## src/rtl/li_chg_pkg.sv

```systemverilog
package li_chg_pkg;

    typedef enum logic [3:0] {
        PH_IDLE  = 4'd0,
        PH_PREQ  = 4'd1,
        PH_CC    = 4'd2,
        PH_CV    = 4'd3,
        PH_MAINT = 4'd4,
        PH_THOLD = 4'd5,
        PH_FAULT = 4'd6,
        PH_LDO   = 4'd7,
        PH_OFF   = 4'd8
    } phase_e;

    localparam int NFLAG  = 10;
    localparam int F_UV   = 0;
    localparam int F_OV   = 1;
    localparam int F_ADP  = 2;
    localparam int F_QUAL = 3;
    localparam int F_REG  = 4;
    localparam int F_EOC  = 5;
    localparam int F_LOW  = 6;
    localparam int F_TEMP = 7;
    localparam int F_LDO  = 8;
    localparam int F_EN   = 9;

    typedef struct packed {
        phase_e phase;
        logic   recharge;
    } seq_st_t;

endpackage

```

## src/rtl/li_chg_flag_cond.sv

```systemverilog
module li_chg_flag_cond #(
    parameter int W           = 10,
    parameter int SYNC_STAGES = 2,
    parameter int STABLE_CYC  = 16
) (
    input  logic         clk,
    input  logic         rst_n,
    input  logic [W-1:0] raw_i,
    output logic [W-1:0] flt_o
);
    localparam int CW = (STABLE_CYC < 2) ? 1 : $clog2(STABLE_CYC);

    logic [SYNC_STAGES-1:0][W-1:0] sync_q;

    for (genvar s = 0; s < SYNC_STAGES; s++) begin : g_sync
        always_ff @(posedge clk or negedge rst_n) begin
            if (!rst_n) begin
                sync_q[s] <= '0;
            end else if (s == 0) begin
                sync_q[s] <= raw_i;
            end else begin
                sync_q[s] <= sync_q[(s == 0) ? 0 : s-1];
            end
        end
    end

    for (genvar b = 0; b < W; b++) begin : g_bit
        logic [CW-1:0] cnt_d, cnt_q;
        logic          flt_d, flt_q;
        logic          s_val;

        assign s_val = sync_q[SYNC_STAGES-1][b];

        always_comb begin
            cnt_d = '0;
            flt_d = flt_q;
            if (s_val != flt_q) begin
                if (cnt_q == CW'(STABLE_CYC - 1)) begin
                    flt_d = s_val;
                end else begin
                    cnt_d = cnt_q + 1'b1;
                end
            end
        end

        always_ff @(posedge clk or negedge rst_n) begin
            if (!rst_n) begin
                cnt_q <= '0;
                flt_q <= 1'b0;
            end else begin
                cnt_q <= cnt_d;
                flt_q <= flt_d;
            end
        end

        assign flt_o[b] = flt_q;
    end

endmodule

```

## src/rtl/li_chg_safety_tmr.sv

```systemverilog
module li_chg_safety_tmr #(
    parameter int TERM = 20160,
    parameter int CW   = $clog2(TERM + 1)
) (
    input  logic          clk,
    input  logic          rst_n,
    input  logic          run_i,
    input  logic          tick_i,
    output logic [CW-1:0] cnt_o,
    output logic          expired_o
);
    logic [CW-1:0] cnt_d, cnt_q;

    always_comb begin
        cnt_d = cnt_q;
        if (!run_i) begin
            cnt_d = '0;
        end else if (tick_i && (cnt_q != CW'(TERM))) begin
            cnt_d = cnt_q + 1'b1;
        end
    end

    always_ff @(posedge clk or negedge rst_n) begin
        if (!rst_n) begin
            cnt_q <= '0;
        end else begin
            cnt_q <= cnt_d;
        end
    end

    assign cnt_o     = cnt_q;
    assign expired_o = (cnt_q == CW'(TERM));

endmodule

```

## src/rtl/li_chg_status_dec.sv

```systemverilog
module li_chg_status_dec
    import li_chg_pkg::*;
(
    input  phase_e phase_i,
    input  logic   recharge_i,
    output logic   trickle_en_o,
    output logic   i_loop_en_o,
    output logic   v_loop_en_o,
    output logic   red_n_o,
    output logic   green_n_o
);
    always_comb begin
        trickle_en_o = 1'b0;
        i_loop_en_o  = 1'b0;
        v_loop_en_o  = 1'b0;
        red_n_o      = 1'b1;
        green_n_o    = 1'b1;
        unique case (phase_i)
            PH_PREQ, PH_CC, PH_CV: begin
                trickle_en_o = (phase_i == PH_PREQ);
                i_loop_en_o  = (phase_i != PH_CV);
                v_loop_en_o  = (phase_i == PH_CV);
                red_n_o      = recharge_i;
                green_n_o    = !recharge_i;
            end
            PH_MAINT, PH_OFF: begin
                green_n_o = 1'b0;
            end
            PH_THOLD, PH_FAULT: begin
                red_n_o   = 1'b0;
                green_n_o = 1'b0;
            end
            PH_LDO: begin
                v_loop_en_o = 1'b1;
            end
            default: begin
            end
        endcase
    end

endmodule

```

## src/rtl/li_chg_seq.sv

```systemverilog
module li_chg_seq
    import li_chg_pkg::*;
#(
    parameter int SYNC_STAGES = 2,
    parameter int STABLE_CYC  = 16,
    parameter int TIMER_TERM  = 20160
) (
    input  logic       clk,
    input  logic       rst_n,
    input  logic       uv_ok_i,
    input  logic       ov_ok_i,
    input  logic       adp_ok_i,
    input  logic       batt_qual_i,
    input  logic       batt_reg_i,
    input  logic       eoc_cur_i,
    input  logic       batt_low_i,
    input  logic       temp_ok_i,
    input  logic       ldo_det_i,
    input  logic       enable_i,
    input  logic       tick_1hz_i,
    output logic [3:0] phase_o,
    output logic       trickle_en_o,
    output logic       i_loop_en_o,
    output logic       v_loop_en_o,
    output logic       red_led_n_o,
    output logic       green_led_n_o
);
    localparam int TMR_W = $clog2(TIMER_TERM + 1);

    logic [NFLAG-1:0] raw, flt;
    logic             pwr_ok;
    logic [TMR_W-1:0] tmr_cnt;
    logic             tmr_exp;
    seq_st_t          st_d, st_q;

    always_comb begin
        raw         = '0;
        raw[F_UV]   = uv_ok_i;
        raw[F_OV]   = ov_ok_i;
        raw[F_ADP]  = adp_ok_i;
        raw[F_QUAL] = batt_qual_i;
        raw[F_REG]  = batt_reg_i;
        raw[F_EOC]  = eoc_cur_i;
        raw[F_LOW]  = batt_low_i;
        raw[F_TEMP] = temp_ok_i;
        raw[F_LDO]  = ldo_det_i;
        raw[F_EN]   = enable_i;
    end

    li_chg_flag_cond #(
        .W           (NFLAG),
        .SYNC_STAGES (SYNC_STAGES),
        .STABLE_CYC  (STABLE_CYC)
    ) u_cond (
        .clk   (clk),
        .rst_n (rst_n),
        .raw_i (raw),
        .flt_o (flt)
    );

    li_chg_safety_tmr #(
        .TERM (TIMER_TERM),
        .CW   (TMR_W)
    ) u_tmr (
        .clk       (clk),
        .rst_n     (rst_n),
        .run_i     (st_q.phase == PH_CC),
        .tick_i    (tick_1hz_i),
        .cnt_o     (tmr_cnt),
        .expired_o (tmr_exp)
    );

    assign pwr_ok = flt[F_UV] & flt[F_OV] & flt[F_ADP];

    always_comb begin
        st_d = st_q;
        if (!pwr_ok) begin
            st_d.phase    = PH_IDLE;
            st_d.recharge = 1'b0;
        end else if (!flt[F_EN]) begin
            st_d.phase    = PH_OFF;
            st_d.recharge = 1'b0;
        end else if (st_q.phase == PH_FAULT) begin
            st_d = st_q;
        end else if (flt[F_LDO]) begin
            st_d.phase    = PH_LDO;
            st_d.recharge = 1'b0;
        end else begin
            unique case (st_q.phase)
                PH_IDLE, PH_OFF: begin
                    st_d.phase = (st_q.phase == PH_IDLE) ? PH_PREQ : PH_IDLE;
                end
                PH_LDO: begin
                    st_d.phase = PH_IDLE;
                end
                PH_PREQ: begin
                    if (!flt[F_TEMP])     st_d.phase = PH_THOLD;
                    else if (flt[F_QUAL]) st_d.phase = PH_CC;
                end
                PH_CC: begin
                    if (!flt[F_TEMP])    st_d.phase = PH_THOLD;
                    else if (tmr_exp)    st_d.phase = PH_FAULT;
                    else if (flt[F_REG]) st_d.phase = PH_CV;
                end
                PH_CV: begin
                    if (!flt[F_TEMP])    st_d.phase = PH_THOLD;
                    else if (flt[F_EOC]) st_d.phase = PH_MAINT;
                end
                PH_MAINT: begin
                    if (flt[F_LOW]) begin
                        st_d.phase    = PH_PREQ;
                        st_d.recharge = 1'b1;
                    end
                end
                PH_THOLD: begin
                    if (flt[F_TEMP]) st_d.phase = PH_PREQ;
                end
                default: begin
                    st_d.phase    = PH_IDLE;
                    st_d.recharge = 1'b0;
                end
            endcase
        end
    end

    always_ff @(posedge clk or negedge rst_n) begin
        if (!rst_n) begin
            st_q <= '{phase: PH_IDLE, recharge: 1'b0};
        end else begin
            st_q <= st_d;
        end
    end

    li_chg_status_dec u_dec (
        .phase_i      (st_q.phase),
        .recharge_i   (st_q.recharge),
        .trickle_en_o (trickle_en_o),
        .i_loop_en_o  (i_loop_en_o),
        .v_loop_en_o  (v_loop_en_o),
        .red_n_o      (red_led_n_o),
        .green_n_o    (green_led_n_o)
    );

    assign phase_o = st_q.phase;

endmodule

```

## config.mk

```make
export PLATFORM = sky130hd
export DESIGN_NAME = li_chg_seq
export DESIGN_NICKNAME = d
export VERILOG_FILES = /design/src/rtl/li_chg_pkg.sv /design/src/rtl/li_chg_flag_cond.sv /design/src/rtl/li_chg_safety_tmr.sv /design/src/rtl/li_chg_status_dec.sv /design/src/rtl/li_chg_seq.sv
export SDC_FILE = /design/constraint.sdc
export NUM_CORES = 1
export LEC_CHECK = 0
export CAP_MARGIN = 20
export CORE_MARGIN = 4
export CORE_UTILIZATION = 30
export DETAILED_ROUTE_END_ITERATION = 16
export PLACE_DENSITY = 0.5
export SLEW_MARGIN = 10
export SYNTH_ARGS = -nofsm -noshare
export SYNTH_HDL_FRONTEND = slang
export SYNTH_SLANG_ARGS = --single-unit
```

## constraint.sdc

```tcl
create_clock -name clk -period 2.7 [get_ports clk]
set_clock_uncertainty 0.05 [all_clocks]
set_input_delay 0.54 -clock clk [delete_from_list [all_inputs] [get_ports clk]]
set_output_delay 0.54 -clock clk [all_outputs]
set_load 0.05 [all_outputs]
```

After elaboration in Yosys (flattened, before gate mapping) --
Index checks and enable logic that the tools add are counted.
Storage, ports and cells: register bits 90, logic and storage cells 140
Cells by class: $add $sub $neg 11, eq/ne operators 39, mux-type cells 43, bitwise operators 2, reductions and logical operators 20
Operators with widths (count):
- $mux 4 | 28
- $eq 4x4->1 const B | 11
- $add 4x1->4 const B | 10
- $mux 15 | 2
- $mux 5 | 5
- $pmux 4 s6 | 1
- $reduce_and 2->1 | 10
- $eq 4x3->1 const B | 4
- $add 15x1->15 const B | 1
- $eq 15x15->1 const B | 1
- $ne 15x15->1 const B | 1
- $ne 6x6->1 const B | 2
- $ne 1x1->1 | 10
- $ne 5x5->1 const B | 2
- $eq 4x2->1 const B | 2
- $pmux 1 s2 | 4
- $ne 7x7->1 const B | 1
- $reduce_or 7->1 | 1
- $reduce_and 6->1 | 1
- $eq 4x1->1 const B | 1
- $logic_not 4->1 | 1
- $ne 4x2->1 const B | 1
- $ne 4x3->1 const B | 1
- $reduce_or 2->1 | 2
- 9 further kinds | 12

Depth between registers and ports, before layout --
Gate-level depths: netlist (run 1).
depth after elaboration 8, depth in mapped cells 8, gate-level depth less buffers 7

By module --
Synthesis (run 1) repeated with hierarchy kept, for this count alone.
Second synthesis, totals: cell total of the unflattened synthesis 368, area total of the unflattened synthesis 4266.6 sq um
By module, submodules not included:
- li_chg_flag_cond | instances 1, cells each 210, area each 2872.8 sq um, seq. area each 1751.7 sq um
- li_chg_safety_tmr | instances 1, cells each 85, area each 832.0 sq um, seq. area each 375.4 sq um
- li_chg_seq | instances 1, cells each 59, area each 479.2 sq um, seq. area each 125.1 sq um
- li_chg_status_dec | instances 1, cells each 14, area each 82.6 sq um, seq. area each 0.0 sq um

Worst setup path after synthesis (run 1) --
OpenSTA, ideal clock, no wires.
path kind register to output, start reg st_q, in the netlist phase_o[1], end out i_loop_en_o, arrival time 2.098 ns, required time 2.110 ns, setup slack 0.012 ns, stages on the path, launching flop included 4, buffers on the path 1, path through dfrtp_1 buf_2 xnor2_1 nor3_1
Between the ends: longest elaborated chain between the ends 3
RTL lines:
- start, declared | RTL line li_chg_seq.sv:34 | seq_st_t st_d, st_q;
- start signal, assigned | RTL line li_chg_seq.sv:128 | st_q <= '{phase: PH_IDLE, recharge: 1'b0};
- start signal, assigned | RTL line li_chg_seq.sv:130 | st_q <= st_d;
- $eq 4x2->1 / $eq 4x1->1 (equally long branches) | RTL line li_chg_status_dec.sv:18 | unique case (phase_i)
- $reduce_or 3->1 | RTL line li_chg_status_dec.sv:18
- $mux 1 (*) | RTL line li_chg_status_dec.sv:18
- end, declared | RTL line li_chg_seq.sv:23 | output logic i_loop_en_o,
Mark *: on every way between the ends. The rest lies on a longest branch, timed or not.

Final worst setup path (run 1) --
start reg st_q, in the netlist phase_o[0], end out phase_o[0]
RTL lines:
- end, declared | RTL line li_chg_seq.sv:21 | output logic [3:0] phase_o,
No word-level cell between the ends.

==> flow_metrics.tcl, run 1 <==
set metrics [dict create \
    avgRoutedWirePerCell_um 12.5 \
    peakVddDrop_uv 228 \
    cp.arrival_ps 1870 \
    max_freq_mhz 406 \
    power.density_nw_per_um2 589 \
    drt-total-wl_mm 6.86 \
    tightest_slew_ps 535 \
    layout_commonest_cell "dfrtp_1" \
    finalHoldViolations 0 \
    stdcell_area_sq_um 4610 \
    crit_type "reg -> out" \
    crit_chain "clkdlybuf4s50_1" \
    async_flop_share_pct 100 \
    die_w_um 122 \
    rsz0062_at_grt "no" \
    grt_pass1_vias 2506 \
    die_h_um 122 \
    r2r_start "u_tmr.cnt_o[0]" \
    timing.slew.headroom_pct 64.2 \
    port_buffers 21 \
    grt-ovfl-total 0 \
    clock_sinks 90 \
    cpPeakStageDelay_ps 910 \
    tritoncts "done" \
    nets 398 \
    first_iter_violations 57 \
    viasPerCell 4.63 \
    synth-edff-count 0 \
    status "complete, no violations" \
    gp_congestion 0.786 \
    critPathMaxFanout 14 \
    ff_latch_area_sq_um 2250 \
    reg2reg_to "phase_o[1]" \
    insertion_delay_ps 340 \
    cts.repair.resized 0 \
    core-area_sq_um 12700 \
    tns_ps 0 \
    track_usage_pct 10.2 \
    ys_seq_area_share_pct 57.3 \
    crit_slowest_cell "clkdlybuf4s50_1" \
    min_path_type "in -> async" \
    postCtsHoldBufs 0 \
    vias 2541 \
    drive_above_1_share_pct 9.55 \
    finalCritPeriodShare_pct 91.2 \
    io-pin-count 22 \
    dpl_cell_area_sq_um 4340 \
    post_cts_buffers 0 \
    report.final.slew_viol_count 0 \
    cts_max_level 3 \
    row_count 41 \
    die_area_sq_um 15000 \
    drcViolationCount 0 \
    ys_types 41 \
    diodes 0 \
    final_cell_mix "90 x dfrtp_1, 33 x nor2_1, 28 x a21oi_1" \
    finalSetupViolCount 0 \
    fin_crit_ps 2460 \
    multi_input_area_sq_um 1580 \
    drv_cap 0 \
    fillers 1272 \
    start_kind "flop" \
    syn_area_sq_um 3930 \
    ant_nets 0 \
    grt_pass1_wl_mm 11.9 \
    ys.warnings.count 0 \
    syn_inst 347 \
    path_buf_inv 1 \
    synth_nets 372 \
    avgSynthCellArea_sq_um 11.3 \
    cts-root-buf "clkbuf_16" \
    rr_worst_depth 7 \
    start_util_pct 30.9 \
    ff2ff_setup_slack_ps 620 \
    firstDrtPassIters 4 \
    end_kind "output port" \
    ctsLongestPathBuffers 2 \
    path_delay_family "buffers and inverters" \
    p_leak_nw 1.91 \
    cts_buffers 9 \
    syn2layout_area_growth_pct 17.2 \
    antenna_found_initial 0 \
    worstPathRequired_ps 2110 \
    ys_ff_latch 90 \
    grt_max_degree 52 \
    ys.flop_type "dfrtp_1" \
    cts.clk_slew.worst_paths_ps 60 \
    hpwl_mm 4.82 \
]
-- final cells by class --
class                           count  area share (%)
Timing Repair Buffer               24            4.99
Clock inverter                      2           0.271
Multi-Input combinational cell    233            34.4
Sequential cell                    90            48.8
Clock buffer                       13            5.64
Inverter                           15            1.22
Tap cell                          172            4.67
-- how the worst max path moves through the flow --
stage                 endpoint  slack (ps)  depth (start not counted)       start
5_1_grt             phase_o[1]         150                          1  phase_o[1]
4_1_cts             phase_o[0]         200                          1  phase_o[0]
3_5_place_dp   u_tmr.cnt_o[13]         400                          6  tick_1hz_i
6_report            phase_o[0]         240                          1  phase_o[0]
2_1_floorplan      i_loop_en_o          10                          3  phase_o[1]
3_3_place_gp   u_tmr.cnt_o[13]         470                          6  tick_1hz_i
-- Yosys cell counts, drive strengths merged (3+ instances only) --
library cell  instances  area (sq um)
o21ai                14          70.1
nand2                 6          22.5
a21oi                28           140
and2                  3          18.8
xor2                 12           105
inv                  15          56.3
clkbuf                3          11.3
mux2                 12           135
nand3                20           100
buf                   6          28.8
nor3b                10          75.1
dfrtp                90          2250
nor3                  4          25.0
nor2                 33           124
nor4                  4          31.3
nand4                 8          50.1
nor2b                11          68.8
ha                   12           150
xnor2                23           201
nand4b               10          87.6
nand2b                5          31.3
-- registers in the layout, summed over array words and instances, names as in the netlist --
register	cells
u_cond.g_bit.cnt_q	40
u_cond.sync_q	10
u_tmr.cnt_o	15
phase_o	4
st_q	1
u_cond.g_bit.flt_q	10
u_cond.g_bit.s_val	10
-- power breakdown --
group          switching, mW  total, mW  leakage (nW)  internal [mW]
logic                 0.0671      0.132         0.588         0.0647
clock network          0.473       1.14         0.132          0.667
registers             0.0424       1.44          1.19           1.40
-- kinds of logic (layout without fill, tap and decap cells) --
group	Yosys count	after routing	share of synthesized area [%]
XOR/XNOR	35	35	7.79
AND/OR/NAND/NOR	124	124	18.2
multiplexers	13	13	3.69
buffers and inverters	24	54	2.45
adder cells (fa/ha/maj)	12	12	3.82
flip-flops	90	90	57.3
AO/OA/AOI/OAI	49	49	6.81
-- through the flow --
stage / setup WS (ps) / instances / power [mW] / utilization (%) / hold WS (ps)
6_report: 238 / 549 / 2.72 / 36.2 / 130
3_5_place_dp: 404 / 534 / 1.60 / 34.1 / 285
5_1_grt: 146 / 549 / 2.85 / 36.2 / 181
3_3_place_gp: 469 / 534 / 1.60 / 34.1 / 282
4_1_cts: 204 / 549 / 2.77 / 36.2 / 148
2_1_floorplan: 11.7 / 347 / 1.53 / - / 194
-- layer usage --
metal,GRT usage [%],vias to the layer above,part of all wire [%]
li1,-,1262,-
met3,2.90,12,4.2
met5,0,-,0
met2,15.3,29,45
met1,13.3,1238,48
met4,5.67,0,2.6
No activity file was read; power rests on OpenSTA's default activity.
==> inputs of run 2 (changes only) <==
--- a/config.mk
+++ b/config.mk
@@ -9,6 +9,7 @@
 export CORE_MARGIN = 4
 export CORE_UTILIZATION = 30
 export DETAILED_ROUTE_END_ITERATION = 16
+export MAX_ROUTING_LAYER = met4
 export PLACE_DENSITY = 0.5
 export SLEW_MARGIN = 10
 export SYNTH_ARGS = -nofsm -noshare
==> constraint.sdc (replaced) <==
create_clock -name clk -period 2.7 [get_ports clk]
set_clock_uncertainty 0.05 [all_clocks]
set_input_delay 0.54 -clock clk [delete_from_list [all_inputs] [get_ports clk]]
set_output_delay 0.54 -clock clk [all_outputs]
set_load 0.005 [all_outputs]
==> run 2 against run 1 <==
Global-route usage rose by 0.69 points. Utilization is 0.21 points higher. Sequential power barely moved. Non-clock buffer count rose by 1. Cell area rose by 0.57%. Final cell count did not move. Setup slack got worse by 45 ps. Register-to-register slack improved by 40 ps. Highest routed layer unchanged. First-iteration DRC count grew 28%. Wire length increased by 3.9%. Critical endpoint is now green_led_n_o. Critical path depth grew 3.
==> flow_metrics.tcl, run 2 (synthesized netlist as in run 1, its figures left out) <==
set metrics [dict create \
    hpwl_mm 4.83 \
    track_usage_pct 10.9 \
    power.total_mw 2.78 \
    final_cell_mix "87 x dfrtp_1, 33 x nor2_1, 28 x a21oi_1" \
    ff_latch_area_sq_um 2260 \
    gp_congestion 0.813 \
    clock_sinks 90 \
    regMostFlops "u_cond.g_bit.cnt_q" \
    cts_buffers 9 \
    end_kind "output port" \
    report.final.slew_viol_count 0 \
    firstDrtPassIters 4 \
    post_cts_buffers 0 \
    timing.slew.headroom_pct 62.9 \
    cts.repair.resized 0 \
    vias 2560 \
    first_iter_violations 73 \
    finalSetupViolCount 0 \
    tns_ps 0 \
    fillers 1293 \
    layout_commonest_cell "dfrtp_1" \
    io-pin-count 22 \
    peakVddDrop_uv 329 \
    multi_input_area_sq_um 1580 \
    ctsLongestPathBuffers 2 \
    grt_pass1_vias 2511 \
    cts-root-buf "clkbuf_16" \
    die_h_um 122 \
    row_count 41 \
    drv_cap 0 \
    max_freq_mhz 399 \
    rr_worst_depth 7 \
    drcViolationCount 0 \
    drt-total-wl_mm 7.13 \
    viasPerCell 4.66 \
    start_util_pct 30.9 \
    worstPathRequired_ps 2110 \
    die_w_um 122 \
    postCtsHoldBufs 0 \
    largest_reg_flops 40 \
    cp.arrival_ps 1920 \
    ant_nets 0 \
    power.density_nw_per_um2 599 \
    p_leak_nw 1.90 \
    min_path_type "in -> async" \
    antenna_found_initial 0 \
    core-area_sq_um 12700 \
    fin_crit_ps 2510 \
    rsz0062_at_grt "no" \
    cts.clk_slew.worst_paths_ps 60 \
    critPathMaxFanout 15 \
    ff2ff_setup_slack_ps 660 \
    syn2layout_area_growth_pct 17.9 \
    start_kind "flop" \
    diodes 0 \
    tightest_slew_ps 557 \
    nets 399 \
    tritoncts "done" \
    grt_max_degree 49 \
    cts_max_level 3 \
    insertion_delay_ps 350 \
    reg2reg_to "phase_o[1]" \
    status "complete, no violations" \
    grt-ovfl-total 0 \
    drive_above_1_share_pct 9.02 \
    port_buffers 21 \
    finalCritPeriodShare_pct 92.9 \
    grt_pass1_wl_mm 12.2 \
    avgRoutedWirePerCell_um 13.0 \
    finalHoldViolations 0 \
    r2r_start "u_tmr.cnt_o[0]" \
    crit_type "reg -> out" \
    die_area_sq_um 15000 \
]
==> run 2: area by class of cell <==
cell class | instances | share of cell area [%]
clock buffers | 11 | 5.02
clock inverters | 3 | 0.917
inverters | 15 | 1.21
flip-flops and latches | 90 | 48.7
well taps | 172 | 4.64
multi-input cells | 233 | 34.2
repair buffers | 25 | 5.40
==> run 2: worst max-delay path by stage <==
stage | from | end | slack [ps] | depth (start not counted)
finish | phase_o[2] | green_led_n_o | 190 | 4
global placement | phase_o[0] | green_led_n_o | 470 | 4
global route | phase_o[1] | i_loop_en_o | 40 | 3
CTS | phase_o[3] | green_led_n_o | 40 | 5
floorplan | phase_o[0] | phase_o[2] | 850 | 6
detailed placement | phase_o[3] | green_led_n_o | 430 | 5
==> run 2: layer usage <==
| layer | vias to the layer above | part of all wire (%) | GRT usage, % |
|---|---|---|---|
| li1 | 1265 | - | - |
| met1 | 1257 | 49 | 13.5 |
| met2 | 27 | 45 | 15.8 |
| met3 | 11 | 3.0 | 3.32 |
| met4 | 0 | 2.5 | 6.09 |
| met5 | - | 0 | - |
==> run 2: worst max-delay path, stage by stage (launching register included) <==
cell and delay [ps]:
dfrtp_1 520, a211oi_1 260, a21oi_1 60, a21oi_1 200, clkdlybuf4s50_1 530
==> run 2: per-stage QoR <==
stage	utilization [%]	area (sq um)	worst slack [ps]	hold slack (ps)	cells
global placement	34.3	4360	468	282	535
finish	36.4	4640	193	137	549
global route	36.4	4640	40.0	186	549
floorplan	-	3930	854	194	347
CTS	36.4	4630	40.2	149	549
detailed placement	34.3	4360	434	286	535
==> run 2: power by group <==
part | internal, mW | switching (mW) | leakage, nW
logic | 0.0656 | 0.0677 | 0.587
registers | 1.40 | 0.0429 | 1.18
clock network | 0.705 | 0.495 | 0.131
